`config.mk`:
```
export PLATFORM = sky130hd
export DESIGN_NAME = pcsr_window_dec
export DESIGN_NICKNAME = d
export VERILOG_FILES = /design/src/rtl/pcsr_pkg.sv /design/src/rtl/pcsr_rst_sync.sv /design/src/rtl/pcsr_addr_dec.sv /design/src/rtl/pcsr_ctrl_reg.sv /design/src/rtl/pcsr_rd_ret.sv /design/src/rtl/pcsr_window_dec.sv
export SDC_FILE = /design/constraint.sdc
export NUM_CORES = 1
export LEC_CHECK = 0
export BUFFER_PORTS_ARGS = -buffer_cell sky130_fd_sc_hd__buf_2
export CORE_AREA = 2 2 105 107
export DETAILED_ROUTE_END_ITERATION = 16
export DIE_AREA = 0 0 107 109
export GPL_TIMING_DRIVEN = 0
export MAX_ROUTING_LAYER = met4
export PLACE_DENSITY = 0.8
export SKIP_LAST_GASP = 1
export SLEW_MARGIN = 20
export SYNTH_ARGS = -nofsm -noshare
export SYNTH_HDL_FRONTEND = slang
export SYNTH_HIERARCHICAL = 1
export SYNTH_SLANG_ARGS = --single-unit
```
`constraint.sdc`:
```
create_clock -name clk -period 4.1 [get_ports clk]
set_input_delay 0.615 -clock clk [delete_from_list [all_inputs] [get_ports clk]]
set_output_delay 0.615 -clock clk [all_outputs]
set_load 0.03 [all_outputs]
```
`src/rtl/pcsr_pkg.sv`:
```
package pcsr_pkg;
  typedef enum logic [1:0] {
    ACC_DIRECT = 2'd0,
    ACC_PAGED  = 2'd1,
    ACC_CTRL   = 2'd2
  } acc_kind_e;
endpackage

```
`src/rtl/pcsr_rst_sync.sv`:
```
module pcsr_rst_sync (
  input  logic clk,
  input  logic rst_n_in,
  output logic rst_n_out
);
  logic [1:0] sync_q;

  always_ff @(posedge clk or negedge rst_n_in) begin
    if (!rst_n_in) sync_q <= 2'b00;
    else           sync_q <= {sync_q[0], 1'b1};
  end

  assign rst_n_out = sync_q[1];
endmodule

```
`src/rtl/pcsr_addr_dec.sv`:
```
module pcsr_addr_dec #(
  parameter int unsigned AP_W  = 12,
  parameter int unsigned PG_W  = 6,
  parameter int unsigned OFS_W = 10,
  parameter int unsigned IA_W  = PG_W + OFS_W,
  parameter logic [AP_W-1:0] CTRL_OFS = 12'h808
) (
  input  logic [AP_W-1:0]       addr,
  input  logic [PG_W-1:0]       page,
  output pcsr_pkg::acc_kind_e   kind,
  output logic [IA_W-1:0]       eff_addr
);
  import pcsr_pkg::*;

  // window select: all offset bits above the in-page field set
  logic in_window;
  assign in_window = &addr[AP_W-1:OFS_W];

  always_comb begin
    if (in_window) begin
      kind     = ACC_PAGED;
      eff_addr = {page, addr[OFS_W-1:0]};
    end else if (addr == CTRL_OFS) begin
      kind     = ACC_CTRL;
      eff_addr = '0;
    end else begin
      kind     = ACC_DIRECT;
      eff_addr = IA_W'(addr);
    end
  end
endmodule

```
`src/rtl/pcsr_ctrl_reg.sv`:
```
module pcsr_ctrl_reg #(
  parameter int unsigned DW     = 32,
  parameter int unsigned PG_W   = 6,
  parameter int unsigned PG_LSB = 13
) (
  input  logic            clk,
  input  logic            rst_n,
  input  logic            wr_en,
  input  logic [DW-1:0]   wdata,
  output logic [DW-1:0]   ctrl_q,
  output logic [PG_W-1:0] page,
  output logic            host_en,
  output logic            link_en
);
  logic [DW-1:0] ctrl_d;

  always_comb begin
    ctrl_d = ctrl_q;
    if (wr_en) ctrl_d = wdata;
  end

  always_ff @(posedge clk or negedge rst_n) begin
    if (!rst_n) ctrl_q <= '0;
    else        ctrl_q <= ctrl_d;
  end

  assign page    = ctrl_q[PG_LSB +: PG_W];
  assign host_en = ctrl_q[0];
  assign link_en = ctrl_q[1];

  // enables follow the written bits
  p_pio_follow_r6: assert property (@(posedge clk) disable iff (!rst_n)
    wr_en |=> (host_en == $past(wdata[0])) && (link_en == $past(wdata[1])));

  // contents only change through a write
  p_ctrl_hold_r5: assert property (@(posedge clk) disable iff (!rst_n)
    !wr_en |=> $stable(ctrl_q));
endmodule

```
`src/rtl/pcsr_rd_ret.sv`:
```
module pcsr_rd_ret #(
  parameter int unsigned DW = 32
) (
  input  logic          clk,
  input  logic          rst_n,
  input  logic          s_vld,
  input  logic          s_we,
  input  logic          s_local,
  input  logic [DW-1:0] ctrl_q,
  input  logic [DW-1:0] b_rdata,
  input  logic          b_hit,
  output logic          h_rvld,
  output logic [DW-1:0] h_rdata
);
  logic          rvld_d;
  logic          rdata_en;
  logic [DW-1:0] rdata_d;

  always_comb begin
    rvld_d   = s_vld & ~s_we;
    rdata_en = rvld_d;
    if (s_local)    rdata_d = ctrl_q;
    else if (b_hit) rdata_d = b_rdata;
    else            rdata_d = '0;
  end

  always_ff @(posedge clk or negedge rst_n) begin
    if (!rst_n) h_rvld <= 1'b0;
    else        h_rvld <= rvld_d;
  end

  always_ff @(posedge clk or negedge rst_n) begin
    if (!rst_n)        h_rdata <= '0;
    else if (rdata_en) h_rdata <= rdata_d;
  end

  p_rd_return_r8: assert property (@(posedge clk) disable iff (!rst_n)
    (s_vld && !s_we) |=> h_rvld);

  p_miss_zero_r8: assert property (@(posedge clk) disable iff (!rst_n)
    (s_vld && !s_we && !s_local && !b_hit) |=> (h_rdata == '0));

  p_wr_silent_r9: assert property (@(posedge clk) disable iff (!rst_n)
    (s_vld && s_we) |=> !h_rvld);
endmodule

```
`src/rtl/pcsr_window_dec.sv`:
```
module pcsr_window_dec #(
  parameter int unsigned AP_W   = 12,
  parameter int unsigned DW     = 32,
  parameter int unsigned PG_W   = 6,
  parameter int unsigned PG_LSB = 13,
  parameter int unsigned OFS_W  = 10,
  parameter logic [AP_W-1:0] CTRL_OFS = 12'h808
) (
  input  logic                  clk,
  input  logic                  rst_n,
  input  logic                  h_vld,
  input  logic                  h_we,
  input  logic [AP_W-1:0]       h_addr,
  input  logic [DW-1:0]         h_wdata,
  output logic                  h_rvld,
  output logic [DW-1:0]         h_rdata,
  output logic                  b_vld,
  output logic                  b_we,
  output logic [PG_W+OFS_W-1:0] b_addr,
  output logic [DW-1:0]         b_wdata,
  input  logic [DW-1:0]         b_rdata,
  input  logic                  b_hit,
  output logic                  pio_host_en,
  output logic                  pio_link_en
);
  import pcsr_pkg::*;

  localparam int unsigned IA_W = PG_W + OFS_W;

  logic            rst_sn;
  logic [DW-1:0]   ctrl_q;
  logic [PG_W-1:0] page;
  acc_kind_e       kind;
  logic [IA_W-1:0] eff_addr;
  logic            ctrl_wr;

  // request stage
  logic            s_vld_q, s_vld_d;
  logic            s_we_q, s_we_d;
  logic            s_local_q, s_local_d;
  logic            s_cap_en;
  logic [IA_W-1:0] s_addr_q, s_addr_d;
  logic [DW-1:0]   s_wdata_q, s_wdata_d;

  pcsr_rst_sync u_rst (
    .clk       (clk),
    .rst_n_in  (rst_n),
    .rst_n_out (rst_sn)
  );

  pcsr_addr_dec #(
    .AP_W     (AP_W),
    .PG_W     (PG_W),
    .OFS_W    (OFS_W),
    .IA_W     (IA_W),
    .CTRL_OFS (CTRL_OFS)
  ) u_dec (
    .addr     (h_addr),
    .page     (page),
    .kind     (kind),
    .eff_addr (eff_addr)
  );

  assign ctrl_wr = h_vld & h_we & (kind == ACC_CTRL);

  pcsr_ctrl_reg #(
    .DW     (DW),
    .PG_W   (PG_W),
    .PG_LSB (PG_LSB)
  ) u_ctrl (
    .clk     (clk),
    .rst_n   (rst_sn),
    .wr_en   (ctrl_wr),
    .wdata   (h_wdata),
    .ctrl_q  (ctrl_q),
    .page    (page),
    .host_en (pio_host_en),
    .link_en (pio_link_en)
  );

  always_comb begin
    s_vld_d   = h_vld;
    s_cap_en  = h_vld;
    s_we_d    = h_we;
    s_local_d = (kind == ACC_CTRL);
    s_addr_d  = eff_addr;
    s_wdata_d = h_wdata;
  end

  always_ff @(posedge clk or negedge rst_sn) begin
    if (!rst_sn) begin
      s_vld_q   <= 1'b0;
      s_we_q    <= 1'b0;
      s_local_q <= 1'b0;
      s_addr_q  <= '0;
      s_wdata_q <= '0;
    end else begin
      s_vld_q <= s_vld_d;
      if (s_cap_en) begin
        s_we_q    <= s_we_d;
        s_local_q <= s_local_d;
        s_addr_q  <= s_addr_d;
        s_wdata_q <= s_wdata_d;
      end
    end
  end

  assign b_vld   = s_vld_q & ~s_local_q;
  assign b_we    = s_vld_q & s_we_q & ~s_local_q;
  assign b_addr  = s_addr_q;
  assign b_wdata = s_wdata_q;

  pcsr_rd_ret #(
    .DW (DW)
  ) u_ret (
    .clk     (clk),
    .rst_n   (rst_sn),
    .s_vld   (s_vld_q),
    .s_we    (s_we_q),
    .s_local (s_local_q),
    .ctrl_q  (ctrl_q),
    .b_rdata (b_rdata),
    .b_hit   (b_hit),
    .h_rvld  (h_rvld),
    .h_rdata (h_rdata)
  );

  // window access reaches the page held at issue time
  p_paged_addr_r2: assert property (@(posedge clk) disable iff (!rst_sn)
    (h_vld && (&h_addr[AP_W-1:OFS_W])) |=>
      b_vld && (b_addr[OFS_W-1:0] == $past(h_addr[OFS_W-1:0])) &&
      (b_addr[IA_W-1:OFS_W] == $past(ctrl_q[PG_LSB +: PG_W])) &&
      (b_we == $past(h_we)));

  p_direct_addr_r3: assert property (@(posedge clk) disable iff (!rst_sn)
    (h_vld && !(&h_addr[AP_W-1:OFS_W]) && (h_addr != CTRL_OFS)) |=>
      b_vld && (b_addr == IA_W'($past(h_addr))));

  p_ctrl_no_bus_r4: assert property (@(posedge clk) disable iff (!rst_sn)
    (h_vld && (h_addr == CTRL_OFS)) |=> !b_vld);

  p_idle_bus_r1: assert property (@(posedge clk) disable iff (!rst_sn)
    !h_vld |=> !b_vld);
endmodule

```
==> impl_results.md <==
* Cell family with most CP delay: flip-flops
* Area share of the largest cell type after synthesis at 55.7%
* Post-synthesis net count at 447
* Main combinational cell family by area after synthesis: multiplexers
* GP Congestion at 0.890
* H-Tree Depth at 4
* Crit path required time at 3.48 ns
* FF-to-FF Start: s_we_q$_DFFE_PN0P_
* ANT nets after route at 0
* Worst reg2reg endpoint: u_ret/h_rdata[1]$_DFFE_PN0P_
* Drt drc at 0
* Switching Share at 28.8%
* Final wirelength at 12.6 mm
* Cell area power density at 468 mW/mm^2
* Worst Path Arrival at 1.38 ns
* Seq/Total Area, Yosys at 55.7%
* Final worst path period need at 2.00 ns
* Vias at 3,658
* Setup WS post-layout at 2.10 ns
* Max-cap viol count at 0
* Slowest cell on crit path: dfrtp_1
* Crit end category: primary output
* # fillers at 795
* Root Buffer Master: clkbuf_8
* Top-Level Pins at 166
* CP bufs+invs at 1
* Clock sinks at 118
* Vias in the first global route at 3,741
* CP startpoint kind: register
* Combinational share of power at 18.4%
* Synthesized area at 0.00530 sq mm
* Setup Skew at 0.00731 ns
* Largest net degree at the start of global routing at 49
* CP Cell Sequence: nor2b_1, and2_1, buf_2
* Final Hold Fails at 0
* Ys Warns at 6
* Worst-path clk slew at 0.06 ns
* FP Rows at 38
* Status: completed
* Die X-Extent at 107 um
* Cts hold-fix bufs at 1
* Post-CTS sizing at 0
* Max Freq at 0.501 GHz
* Worst-skew pair later-pin latency at 0.52 ns
* Post-layout net count at 634
* Initial antenna violation count at 0
* Worst R2R Setup Slack at 2.83 ns
* Mapped Avg Cell Area at 14.5 sq um
* Total negative slack at 0 ns
* Area contributors post-synth: dfrtp_1, mux2_4, a22oi_1, a21oi_1, buf_12
* Drt first pass iters at 5
* Maximum fanout along the worst path at 3
* Share of layout cells above drive strength 1 at 57.4%
* Ant. Diodes at 0
* Seq pwr share at 41.1%
* Die height at 109 um
* DIE AREA at 0.0117 sq mm
* Post-synthesis simple-gate area fraction at 5.74%
* Remaining global-route overflow at 0
* Crit Path Category: register to primary output
* Adder-cell share of the synthesized area at 0%
* TritonCTS Buffers at 17
* XOR/XNOR Fraction of Synth Area at 0%
* Unique masters post-synth at 34
* Compound-Gate Fraction of Synth Area at 8.40%
* Via-to-Cell Ratio at 5.18
* Cell taking the most area after synthesis: dfrtp_1
* Yosys reg bits at 118
* CTS tree: done
* CP peak stage delay at 0.40 ns
* Peak supply drop at 0.308 mV
* Min-delay worst type: register to async pin
* Worst r2r path cells at 4
* Syn Inst Count at 366
* DRT iter0 DRCs at 255
* Detail Placement HPWL at 9.05 mm
* Setup Buffers After CTS at 0
* Part of the cycle the worst path needs at 48.7%
* Initial Utilization at 50.0%
* Setup violators final at 0
* Clock buffer depth at 2
* IO Port Bufs at 165
* Internal power at 2300 uW
* Static leakage at 0.00348 uW
* P&R area growth vs syn at 30.1%
* Wire length per cell at 17.9 um
* First-pass GRT wire length at 19.9 mm
* Final max-slew violation count at 0
* Pre-CTS setup slack at 1.75 ns
* NetSw at 929 uW
* RSZ-0062 raised after global routing: no
* Mux cell area share after synthesis at 22.4%
* Core ar. at 0.0106 sq mm
* Clock power share at 40.6%
* Global Route Usage Sum at 23.4%
[worst max path at each step]
stage	cells after the start	to	slack (ns)	from
floorplan	0	b_addr[0]$_DFFE_PN0P_	0.57	u_rst/sync_q[1]$_DFF_PN0_
global placement	0	u_ctrl/ctrl_q[3]$_DFFE_PN0P_	-0.62	u_rst/sync_q[1]$_DFF_PN0_
detailed placement	7	u_ctrl/ctrl_q[7]$_DFFE_PN0P_	1.75	h_addr[7]
CTS	3	b_we	2.07	s_local_q$_DFFE_PN0P_
global route	3	b_we	2.00	s_local_q$_DFFE_PN0P_
finish	3	b_we	2.10	s_local_q$_DFFE_PN0P_
[area by class of cell]
| type | instances | area (sq um) | area share [%] |
|---|---|---|---|
| tap | 140 | 175 | 2.54 |
| buffer | 42 | 393 | 5.70 |
| timing repair buffer | 168 | 891 | 12.9 |
| sequential | 118 | 2960 | 42.9 |
| multi-input combinational | 202 | 1940 | 28.1 |
| clock buffer | 23 | 447 | 6.48 |
| clock inverter | 9 | 78.8 | 1.14 |
| inverter | 4 | 15.0 | 0.218 |
[registers in the layout (all words and copies together) (netlist names), 2 cells and up]
| name | flops |
|---|---|
| u_ret/h_rdata | 32 |
| b_addr | 16 |
| u_ctrl/ctrl_q | 32 |
| u_rst/sync_q | 2 |
| b_wdata | 32 |
[power groups by stage]
stage          clock network [uW]  registers (uW)  logic (uW)
2_1_floorplan                   0            1540         181
3_3_place_gp                    0            1350         558
3_5_place_dp                    0            1340         594
4_1_cts                      1340            1330         597
5_1_grt                      1400            1340         631
6_report                     1310            1330         593
[layout by cell type (no fill, tap or decap), types with 2 or more instances in the layout]
cell | netlist | final
nor2b_2 | 2 | 2
buf_16 | 0 | 2
and3_2 | 4 | 4
buf_2 | 5 | 170
a22oi_1 | 25 | 25
nand2_1 | 2 | 2
o21ai_0 | 2 | 2
mux2_4 | 76 | 76
inv_1 | 4 | 4
nor4b_2 | 2 | 2
a31oi_1 | 3 | 3
mux2_2 | 4 | 4
buf_6 | 7 | 7
clkinvlp_4 | 0 | 2
buf_12 | 7 | 7
clkbuf_16 | 0 | 16
dfrtp_1 | 118 | 117
nor2_1 | 32 | 32
clkbuf_8 | 1 | 3
clkbuf_1 | 10 | 15
buf_4 | 11 | 11
a22oi_2 | 5 | 5
clkinv_2 | 0 | 5
nand3b_1 | 3 | 3
a21oi_1 | 30 | 30
[layer usage]
layer / part of all wire, % / vias up / GRT usage (%)
li1: - / 1652 / -
met4: 1.5 / 0 / 8.35
met2: 51 / 136 / 38.0
met3: 4.8 / 12 / 5.32
met1: 42 / 1858 / 29.1
met5: 0 / - / -
[cell families (layout without fill, tap and decap cells)]
logic type | count (synthesis) | count (layout)
multiplexers | 80 | 80
buffers and inverters | 46 | 246
other | 1 | 1
flip-flops | 118 | 118
AO/OA/AOI/OAI | 67 | 67
AND/OR/NAND/NOR | 54 | 54
[per-stage QoR]
step / std cells / hold slack, ns / util, % / total power, uW / instance area [sq um]
3_3_place_gp: 671 / 0.337 / 59.4 / 1910 / 6300
6_report: 706 / 0.237 / 65.0 / 3230 / 6900
3_5_place_dp: 673 / 0.247 / 60.0 / 1940 / 6360
2_1_floorplan: 366 / 0.319 / - / 1730 / 5300
4_1_cts: 706 / 0.215 / 65.0 / 3260 / 6900
5_1_grt: 706 / 0.214 / 65.0 / 3360 / 6900
[cells in the mapped netlist]
master    instances
nand2_1           2
inv_1             4
nor2b_1           1
and3_1            1
and2_2            1
nor4_2            1
nor2_1           32
nor3_1            1
buf_2             5
nor4b_2           2
nand2_2           1
buf_4            11
and2_1            1
buf_8             1
nor3b_2           1
clkbuf_1         10
mux2_2            4
and3_2            4
conb_1            1
a311oi_1          1
a22oi_2           5
a22oi_1          25
nor2b_4           1
a31oi_1           3
o21ai_0           2
buf_12            7
nand3b_1          3
buf_6             7
dfrtp_1         118
nor2b_2           2
a21oi_1          30
mux2_4           76
clkbuf_8          1
o21a_1            1
No activity file was read; power rests on OpenSTA's default activity.
